## config.mk

```make
export PLATFORM = sky130hd
export DESIGN_NAME = cwdt_top
export DESIGN_NICKNAME = d
export VERILOG_FILES = /design/src/rtl/cwdt_pkg.sv /design/src/rtl/cwdt_regs.sv /design/src/rtl/cwdt_sync_edge.sv /design/src/rtl/cwdt_core.sv /design/src/rtl/cwdt_top.sv
export SDC_FILE = /design/constraint.sdc
export NUM_CORES = 1
export LEC_CHECK = 0
export BUFFER_PORTS_ARGS = -buffer_cell sky130_fd_sc_hd__buf_2
export CAP_MARGIN = 15
export CORE_MARGIN = 3
export CORE_UTILIZATION = 59
export CTS_BUF_LIST = sky130_fd_sc_hd__clkbuf_4 sky130_fd_sc_hd__clkbuf_8 sky130_fd_sc_hd__clkbuf_16
export CTS_CLUSTER_SIZE = 30
export DETAILED_ROUTE_END_ITERATION = 12
export GPL_TIMING_DRIVEN = 1
export PLACE_DENSITY = 0.82
export SYNTH_ARGS = -nofsm -noshare
export SYNTH_HDL_FRONTEND = slang
export SYNTH_SLANG_ARGS = --single-unit
```

## constraint.sdc

```tcl
create_clock -name clk -period 6.2 [get_ports clk]
set_clock_uncertainty 0.05 [all_clocks]
set_input_delay 1.24 -clock clk [delete_from_list [all_inputs] [get_ports clk]]
set_output_delay 1.24 -clock clk [all_outputs]
set_load 0.05 [all_outputs]
```

## src/rtl/cwdt_pkg.sv

```systemverilog
package cwdt_pkg;

    typedef enum logic [1:0] {
        ST_IDLE   = 2'd0,
        ST_STAGE1 = 2'd1,
        ST_STAGE2 = 2'd2,
        ST_RESET  = 2'd3
    } wd_state_t;

    localparam logic [1:0] ADDR_CTRL = 2'd0;
    localparam logic [1:0] ADDR_RLD1 = 2'd1;
    localparam logic [1:0] ADDR_RLD2 = 2'd2;
    localparam logic [1:0] ADDR_KICK = 2'd3;

    localparam int CTRL_BITS = 4;

    // Field order follows control bit positions 3..0
    typedef struct packed {
        logic rst_sel;
        logic nmi_sel;
        logic hw_kick;
        logic en;
    } ctrl_t;

    typedef struct packed {
        logic arm;
        logic disarm;
        logic sw_kick;
    } cmd_t;

    function automatic logic is_running(input wd_state_t s);
        return (s == ST_STAGE1) || (s == ST_STAGE2);
    endfunction

endpackage

```

## src/rtl/cwdt_regs.sv

```systemverilog
module cwdt_regs
    import cwdt_pkg::*;
#(
    parameter int DATA_W = 16,
    parameter int S1_W   = 16,
    parameter int S2_W   = 8
) (
    input  logic              clk,
    input  logic              rst,
    input  logic              wr_en,
    input  logic [1:0]        wr_addr,
    input  logic [DATA_W-1:0] wr_data,
    input  logic              done_i,
    output ctrl_t             ctrl_o,
    output logic [S1_W-1:0]   rld1_o,
    output logic [S2_W-1:0]   rld2_o,
    output cmd_t              cmd_o
);
    ctrl_t ctrl_q;
    ctrl_t ctrl_new;
    logic  wr_ctrl;

    assign wr_ctrl  = wr_en && (wr_addr == ADDR_CTRL);
    assign ctrl_new = ctrl_t'(wr_data[CTRL_BITS-1:0]);

    always_comb begin
        cmd_o.arm     = wr_ctrl && ctrl_new.en && !ctrl_q.en;
        cmd_o.disarm  = wr_ctrl && !ctrl_new.en && ctrl_q.en;
        cmd_o.sw_kick = wr_en && (wr_addr == ADDR_KICK);
    end

    always_ff @(posedge clk) begin
        if (rst) begin
            ctrl_q <= '0;
            rld1_o <= '0;
            rld2_o <= '0;
        end else begin
            if (wr_ctrl)
                ctrl_q <= ctrl_new;
            if (wr_en && wr_addr == ADDR_RLD1)
                rld1_o <= wr_data[S1_W-1:0];
            if (wr_en && wr_addr == ADDR_RLD2)
                rld2_o <= wr_data[S2_W-1:0];
            // end of a reset pulse self-disarms, overriding a same-cycle write
            if (done_i)
                ctrl_q.en <= 1'b0;
        end
    end

    assign ctrl_o = ctrl_q;

endmodule

```

## src/rtl/cwdt_sync_edge.sv

```systemverilog
module cwdt_sync_edge #(
    parameter int DEPTH = 2
) (
    input  logic clk,
    input  logic rst,
    input  logic din,
    output logic rise_o
);
    logic [DEPTH-1:0] chain_q;
    logic             last_q;

    generate
        for (genvar i = 0; i < DEPTH; i++) begin : g_stage
            if (i == 0) begin : g_first
                always_ff @(posedge clk) begin
                    if (rst) chain_q[0] <= 1'b0;
                    else     chain_q[0] <= din;
                end
            end else begin : g_next
                always_ff @(posedge clk) begin
                    if (rst) chain_q[i] <= 1'b0;
                    else     chain_q[i] <= chain_q[i-1];
                end
            end
        end
    endgenerate

    always_ff @(posedge clk) begin
        if (rst) last_q <= 1'b0;
        else     last_q <= chain_q[DEPTH-1];
    end

    assign rise_o = chain_q[DEPTH-1] && !last_q;

endmodule

```

## src/rtl/cwdt_core.sv

```systemverilog
module cwdt_core
    import cwdt_pkg::*;
#(
    parameter int S1_W      = 16,
    parameter int S2_W      = 8,
    parameter int PULSE_LEN = 16
) (
    input  logic            clk,
    input  logic            rst,
    input  logic            tick_i,
    input  ctrl_t           ctrl_i,
    input  cmd_t            cmd_i,
    input  logic            pin_rise_i,
    input  logic [S1_W-1:0] rld1_i,
    input  logic [S2_W-1:0] rld2_i,
    output logic            wdo_o,
    output logic            nmi_o,
    output logic            rst_o,
    output logic            done_o,
    output wd_state_t       state_o
);
    localparam int PULSE_W = (PULSE_LEN > 1) ? $clog2(PULSE_LEN) : 1;
    localparam logic [PULSE_W-1:0] PULSE_LAST = PULSE_W'(PULSE_LEN - 1);

    wd_state_t         state_q;
    logic [S1_W-1:0]   cnt1_q;
    logic [S2_W-1:0]   cnt2_q;
    logic [PULSE_W-1:0] pulse_q;
    logic              kick;

    assign kick   = cmd_i.sw_kick || (ctrl_i.hw_kick && pin_rise_i);
    assign done_o = (state_q == ST_RESET) && (pulse_q == PULSE_LAST);

    always_ff @(posedge clk) begin
        if (rst) begin
            state_q <= ST_IDLE;
            cnt1_q  <= '0;
            cnt2_q  <= '0;
            pulse_q <= '0;
            wdo_o   <= 1'b0;
            nmi_o   <= 1'b0;
        end else begin
            nmi_o <= 1'b0;
            unique case (state_q)
                ST_IDLE: begin
                    if (cmd_i.arm) begin
                        cnt1_q  <= rld1_i;
                        cnt2_q  <= rld2_i;
                        state_q <= ST_STAGE1;
                    end
                end
                ST_STAGE1: begin
                    if (cmd_i.disarm) begin
                        state_q <= ST_IDLE;
                        wdo_o   <= 1'b0;
                    end else if (kick) begin
                        cnt1_q <= rld1_i;
                    end else if (tick_i) begin
                        if (cnt1_q == '0) begin
                            wdo_o   <= 1'b1;
                            nmi_o   <= ctrl_i.nmi_sel;
                            cnt2_q  <= rld2_i;
                            pulse_q <= '0;
                            state_q <= ctrl_i.rst_sel ? ST_RESET : ST_STAGE2;
                        end else begin
                            cnt1_q <= cnt1_q - 1'b1;
                        end
                    end
                end
                ST_STAGE2: begin
                    if (cmd_i.disarm) begin
                        state_q <= ST_IDLE;
                        wdo_o   <= 1'b0;
                    end else if (tick_i) begin
                        if (cnt2_q == '0) begin
                            pulse_q <= '0;
                            state_q <= ST_RESET;
                        end else begin
                            cnt2_q <= cnt2_q - 1'b1;
                        end
                    end
                end
                ST_RESET: begin
                    if (pulse_q == PULSE_LAST) begin
                        state_q <= ST_IDLE;
                        wdo_o   <= 1'b0;
                    end else begin
                        pulse_q <= pulse_q + 1'b1;
                    end
                end
                default: state_q <= ST_IDLE;
            endcase
        end
    end

    assign rst_o   = (state_q == ST_RESET);
    assign state_o = state_q;

endmodule

```

## src/rtl/cwdt_top.sv

```systemverilog
module cwdt_top
    import cwdt_pkg::*;
#(
    parameter int DATA_W     = 16,
    parameter int S1_W       = 16,
    parameter int S2_W       = 8,
    parameter int PULSE_LEN  = 16,
    parameter int SYNC_DEPTH = 2
) (
    input  logic              clk,
    input  logic              rst,
    input  logic              tick_i,
    input  logic              wr_en_i,
    input  logic [1:0]        wr_addr_i,
    input  logic [DATA_W-1:0] wr_data_i,
    input  logic              wdi_i,
    output logic              wdo_o,
    output logic              nmi_o,
    output logic              wd_rst_o
);
    ctrl_t           ctrl;
    cmd_t            cmd;
    logic [S1_W-1:0] rld1;
    logic [S2_W-1:0] rld2;
    logic            pin_rise;
    logic            done;
    wd_state_t       core_state;

    cwdt_regs #(.DATA_W(DATA_W), .S1_W(S1_W), .S2_W(S2_W)) u_regs (
        .clk     (clk),
        .rst     (rst),
        .wr_en   (wr_en_i),
        .wr_addr (wr_addr_i),
        .wr_data (wr_data_i),
        .done_i  (done),
        .ctrl_o  (ctrl),
        .rld1_o  (rld1),
        .rld2_o  (rld2),
        .cmd_o   (cmd)
    );

    cwdt_sync_edge #(.DEPTH(SYNC_DEPTH)) u_sync (
        .clk    (clk),
        .rst    (rst),
        .din    (wdi_i),
        .rise_o (pin_rise)
    );

    cwdt_core #(.S1_W(S1_W), .S2_W(S2_W), .PULSE_LEN(PULSE_LEN)) u_core (
        .clk        (clk),
        .rst        (rst),
        .tick_i     (tick_i),
        .ctrl_i     (ctrl),
        .cmd_i      (cmd),
        .pin_rise_i (pin_rise),
        .rld1_i     (rld1),
        .rld2_i     (rld2),
        .wdo_o      (wdo_o),
        .nmi_o      (nmi_o),
        .rst_o      (wd_rst_o),
        .done_o     (done),
        .state_o    (core_state)
    );

endmodule

```

Yosys cells after proc, flatten, opt, wreduce, memory -nomap -nowiden
Cells that the tools add are included.
{"block": "totals", "mem_bits_rw": 0, "rom_bits": 0, "output_inout_bits": 3, "reg_bits": 63, "latchBits": 0, "inputBits": 23, "wordCells": 118, "n_memories": 0}
{"block": "op_classes", "eq_ne": 26, "n_div": 0, "n_bitwise": 3, "magnitude_cmp": 0, "add_sub_neg": 3, "n_mux": 42, "n_mul": 0, "n_reduce_logical": 29, "n_shift": 0}
{"cell": "$mux W16", "n": 5}
{"cell": "$mux W8", "n": 8}
{"cell": "$mux W4", "n": 8}
{"cell": "$pmux W16 S2", "n": 1}
{"cell": "$pmux W8 S3", "n": 1}
{"cell": "$mux W2", "n": 9}
{"cell": "$ne A2 B2 Y1 const B", "n": 9}
{"cell": "$reduce_and A9 Y1", "n": 2}
{"cell": "$logic_not A16 Y1", "n": 1}
{"cell": "$sub A16 B1 Y16 const B", "n": 1}
{"cell": "$ne A3 B2 Y1 const B", "n": 4}
{"cell": "$pmux W4 S3", "n": 1}
{"cell": "$logic_and A1 B1 Y1", "n": 11}
{"cell": "$ne A3 B3 Y1 const B", "n": 3}
{"cell": "$eq A2 B2 Y1 const B", "n": 4}
{"cell": "$logic_not A8 Y1", "n": 1}
{"cell": "$pmux W2 S4", "n": 1}
{"cell": "$sub A8 B1 Y8 const B", "n": 1}
{"cell": "$mux W1", "n": 7}
{"cell": "$reduce_and A7 Y1", "n": 1}
{"cell": "$ne A2 B1 Y1 const B", "n": 3}
{"cell": "$reduce_and A6 Y1", "n": 1}
{"cell": "$reduce_bool A3 Y1", "n": 2}
{"cell": "$reduce_or A6 Y1", "n": 1}
{"cell": "other kinds (11)", "n": 17}

Logic depth before layout (Yosys ltp)
{"block": "depth", "depth_word": 7, "depth_mapped": 11, "ltp_nobuf": 8}

Modules after synthesis
Synthesis repeated with hierarchy kept, for this count alone.
{"block": "hier_totals", "hier_cells": 409, "area_unflattened_um2": 3410.8}
{"mod": "cwdt_core", "seq_area_each_um2": 640.6, "instances": 1, "cells_each": 286, "area_each_um2": 2093.3}
{"mod": "cwdt_regs", "seq_area_each_um2": 560.5, "instances": 1, "cells_each": 116, "area_each_um2": 1229.9}
{"mod": "cwdt_sync_edge", "seq_area_each_um2": 60.1, "instances": 1, "cells_each": 7, "area_each_um2": 87.6}

Least setup slack after synthesis
Ideal clock, no wire load.
{"block": "synth_path", "kind": "input to register", "start": "in wr_addr_i[1]", "end": "reg u_core.cnt2_q[5]", "path_buffers": 2, "t_arrival_ps": 2860, "stages": 8, "slack_ps": 3219, "required_ps": 6080, "setup_time_ps": 70, "cell_sequence": "or3b_2 -> clkbuf_1 -> o21ai_0 -> nor4_2 -> a21oi_2 -> clkbuf_8 -> o21ai_0 -> a21oi_1"}
{"block": "synth_via", "elab_chain_len": 6, "elab_cells_between_ends": 14, "cone_classes": "5 x eq/ne; 9 x reduce/logical"}
{"item": "start, declared", "line_no": "cwdt_top.sv:14", "source": "input logic [1:0] wr_addr_i,"}
{"item": "$logic_not A2 Y1", "line_no": "cwdt_regs.sv:23", "source": "assign wr_ctrl = wr_en && (wr_addr == ADDR_CTRL);"}
{"item": "$logic_and A1 B1 Y1", "line_no": "cwdt_regs.sv:23"}
{"item": "$logic_and A1 B1 Y1 (on tied branches) (2 in a row)", "line_no": "cwdt_regs.sv:27, cwdt_regs.sv:28"}
{"item": "$ne A2 B2 Y1 (no line)"}
{"item": "$reduce_and A9 Y1 (no line) *"}
{"item": "end signal, assigned", "line_no": "cwdt_core.sv:48", "source": "cnt2_q <= rld2_i;"}
{"item": "end signal, assigned", "line_no": "cwdt_core.sv:62", "source": "cnt2_q <= rld2_i;"}
{"item": "end signal, assigned", "line_no": "cwdt_core.sv:79", "source": "cnt2_q <= cnt2_q - 1'b1;"}
{"item": "end, declared", "line_no": "cwdt_core.sv:27", "source": "logic [S2_W-1:0] cnt2_q;"}
Every way passes the cells marked *; elsewhere a longest branch is shown, timed or not.
A chain may end at the register's enable or synchronous reset.

Final worst setup path
{"block": "layout_path", "start": "in wr_addr_i[1]", "end": "reg u_core.cnt1_q[10]"}
{"block": "layout_via", "elab_chain_len": 6, "elab_cells_between_ends": 17, "cone_classes": "5 x eq/ne; 3 x mux; 9 x reduce/logical"}
{"item": "$eq A2 B2 Y1 / $logic_not A2 Y1 (equally long branches)", "line_no": "cwdt_regs.sv:29, cwdt_regs.sv:23"}
{"item": "$logic_and A1 B1 Y1 (on tied branches)", "line_no": "cwdt_regs.sv:29, cwdt_regs.sv:23"}
{"item": "$logic_or A1 B1 Y1 (tied with other cells)", "line_no": "cwdt_core.sv:31", "source": "assign kick = cmd_i.sw_kick || (ctrl_i.hw_kick && pin_rise_i);"}
{"item": "$mux W16 (tied with other cells)", "line_no": "cwdt_core.sv:56", "source": "end else if (kick) begin"}
{"item": "$mux W16 / $ne A2 B2 Y1 (equally long branches)"}
{"item": "$pmux W16 S2 / $reduce_and A5 Y1 (equally long branches)"}
{"item": "end signal, assigned", "line_no": "cwdt_core.sv:47", "source": "cnt1_q <= rld1_i;"}
{"item": "end signal, assigned", "line_no": "cwdt_core.sv:57", "source": "cnt1_q <= rld1_i;"}
{"item": "end signal, assigned", "line_no": "cwdt_core.sv:66", "source": "cnt1_q <= cnt1_q - 1'b1;"}
{"item": "end, declared", "line_no": "cwdt_core.sv:26", "source": "logic [S1_W-1:0] cnt1_q;"}
Parallel ways exist; a longest one is shown, timed or not. The select of a mux whose other input is x is not followed.

==> flow_summary.yaml <==
die:
  initial_core_util: 0.617
  die_x_um: 79.6
  core_sq_um: 5170
  io_pins: 26
  die_area_sq_um: 6330
  num_rows: 26
  die_y_um: 79.6
timing:
  setup_tns_ns: 0
  period_share: 0.565
  max-slew-margin-rel: 0.342
  fmax_mhz: 285
  worstMarginPinSlew_ns: 0.983
  rsz0062_at_grt: "no"
  hold_viol: 0
  post-route-min-period_ns: 3.50
  slew_violations: 0
  finalSetupViolations: 0
global_route:
  antenna_found_initial: 0
  grt_pass1_vias: 2601
  grt_pass1_wl_um: 12200
  gr-total-overflow: 0
  grtUsageTotal: 0.245
  grt_max_degree: 70
power:
  totalPowerFinal_mw: 0.922
  p_per_area_nw_per_um2: 263
  power_leakage_nw: 1.36
  peakVddDrop_mv: 0.203
logic_synthesis:
  yosys_warnings: 0
  synth_seq_cells: 63
  postSynth.asyncResetShare: 0
  synth-edff-count: 0
  yosysSeqAreaShare: 0.395
  syn_nets: 429
  syn_area_per_cell_sq_um: 7.94
  syn-cell-area_sq_um: 3190
  ys_types: 54
  synth_cells: 402
  synth-main-ff-cell: "dfxtp_1"
clock_network:
  root_buffer: "clkbuf_8"
  cts_resized: 0
  htreeDepth: 3
  clk_pin_slew_ns: 0.08
  cts_setup_buffers: 0
  clock_latency_ns: 0.35
  cts_made_buffers: 9
  cts.sinks: 63
  cts_tree: "yes"
  hold_buffers: 0
  clk_path_buf_depth: 2
setup_path:
  worst_setup_path_end_kind: "flop"
  critical_path_class: "input port to flop"
  crit_fanout: 36
  r2r-start: "u_core.cnt1_q[0]$_SDFFE_PP0P_"
  reg2reg_setup_slack_ns: 3.04
  cp.required_ns: 6.41
  ff2ff_path_depth: 8
  cp_data_arrival_time_ns: 3.71
  reg2reg_to: "u_core.cnt1_q[10]$_SDFFE_PP0P_"
  worstSetupStartpointType: "input port"
hold_path:
  min-delay-start: "u_regs.ctrl_o[2]$_SDFFE_PP0N_"
  hold_end: "u_regs.ctrl_o[2]$_SDFFE_PP0N_"
  hold_depth: 2
  hold_path.class: "flop to flop"
placement:
  dp.cells: 474
  portBuffers: 25
  place_congestion: 0.905
  dp_hpwl_um: 4620
  dpl-instance-area_sq_um: 3270
status:
  status: "finished, final reports clean"
detailed_routing:
  first_pass_iters: 4
  routedWlPerCell_um: 14.1
  drt_iter0_drc: 195
  vias: 2840
  drc: 0
  vias_per_cell: 5.80
  postRouteAntennaNets: 0
  routed_wl_um: 6900
layout:
  nets: 442
  layout-drive-gt1-share: 0.148
  instances_no_fill: 490
  final_area_sq_um: 3500
  post-route-util: 0.677
  area.growth.synth_to_final_pct: 9.68
  diodes: 0
flow_run:
  drv_cap: 0
[synthesized netlist by cell type, drive strengths merged, types with 5 or more instances]
cell | number | area [sq um]
nor2 | 35 | 131
nand3 | 7 | 35.0
dfxtp | 63 | 1260
mux2i | 10 | 100
or2 | 8 | 50.1
o21ai | 19 | 95.1
nor2b | 5 | 31.3
nor3 | 17 | 85.1
o32ai | 8 | 70.1
clkbuf | 19 | 105
buf | 5 | 31.3
nand2 | 59 | 224
nor4 | 7 | 50.1
a21oi | 62 | 318
or3 | 7 | 43.8
nand2b | 14 | 87.6
inv | 7 | 26.3
[logic make-up (layout without fill, tap and decap cells)]
group	Yosys count	in the layout	synth area share
flops	63	63	0.395
fa+ha+maj	4	4	0.0157
simple gates	180	180	0.291
compound gates	112	112	0.210
xor+xnor	1	1	0.00274
buf+inv	32	50	0.0541
mux	10	10	0.0313
[state kept, by name (all words and copies together) (netlist names)]
signal          count
u_core.nmi_o        1
u_regs.rld2_o       8
u_sync.chain_q      2
u_core.wdo_o        1
u_regs.ctrl_o       4
u_core.cnt1_q      16
u_core.cnt2_q       8
u_regs.rld1_o      16
u_core.state_o      2
u_core.pulse_q      4
u_sync.last_q       1
[placed cells by master (no fill, tap or decap), drive strengths merged, types with 8 or more instances in the layout]
master	n
a21oi	62
buf	27
clkbuf	9
dfxtp	63
inv	9
mux2i	10
nand2	59
nand2b	14
nor2	35
nor3	17
o21ai	19
o32ai	8
or2	8
[worst max-delay path by stage]
| stage | start | endpoint | slack (ns) |
|---|---|---|---|
| after floorplan | wr_addr_i[1] | u_core.cnt2_q[5]$_SDFFE_PP0P_ | 3.22 |
| after global placement | wr_addr_i[1] | u_core.cnt1_q[10]$_SDFFE_PP0P_ | 2.51 |
| after detailed placement | wr_addr_i[1] | u_core.cnt1_q[10]$_SDFFE_PP0P_ | 2.35 |
| after CTS | wr_addr_i[1] | u_core.cnt1_q[10]$_SDFFE_PP0P_ | 2.74 |
| after global routing | wr_addr_i[1] | u_core.cnt1_q[15]$_SDFFE_PP0P_ | 2.35 |
| final | wr_addr_i[1] | u_core.cnt1_q[10]$_SDFFE_PP0P_ | 2.70 |
[critical path, stage by stage]
cell	delay (ns)
buf_2	0.13
nand3_1	0.18
nand4b_2	0.67
nor3_1	0.33
or2_1	0.74
o21ai_0	0.21
a21oi_1	0.20
[power breakdown]
group          switching [mW]  total, mW  leakage [nW]  internal, mW
sequential            0.00868      0.423         0.510         0.414
combinational          0.0576     0.0925         0.739        0.0349
clock                   0.176      0.406         0.108         0.231
total                   0.242      0.922          1.36         0.680
[cell type report]
type	count	area, sq um
Clock buffer	9	124
Clock inverter	7	104
Fill cell	427	1670
Inverter	7	26.3
Multi-Input combinational cell	307	1760
Sequential cell	63	1260
Tap cell	70	87.6
Timing Repair Buffer	27	140
[through the flow]
stage          setup slack (ns)  hold slack [ns]
4_1_cts                    2.74            0.404
3_5_place_dp               2.35            0.392
2_1_floorplan              3.22            0.364
3_3_place_gp               2.51            0.382
5_1_grt                    2.35            0.422
6_report                   2.70            0.404
[layer usage]
metal,up-vias,track usage,share of wire
met4,0,0.0997,0.014
li1,1458,-,-
met2,70,0.376,0.47
met3,11,0.0677,0.049
met5,-,0,0
met1,1301,0.324,0.47
(Power assumes the default switching activity.)
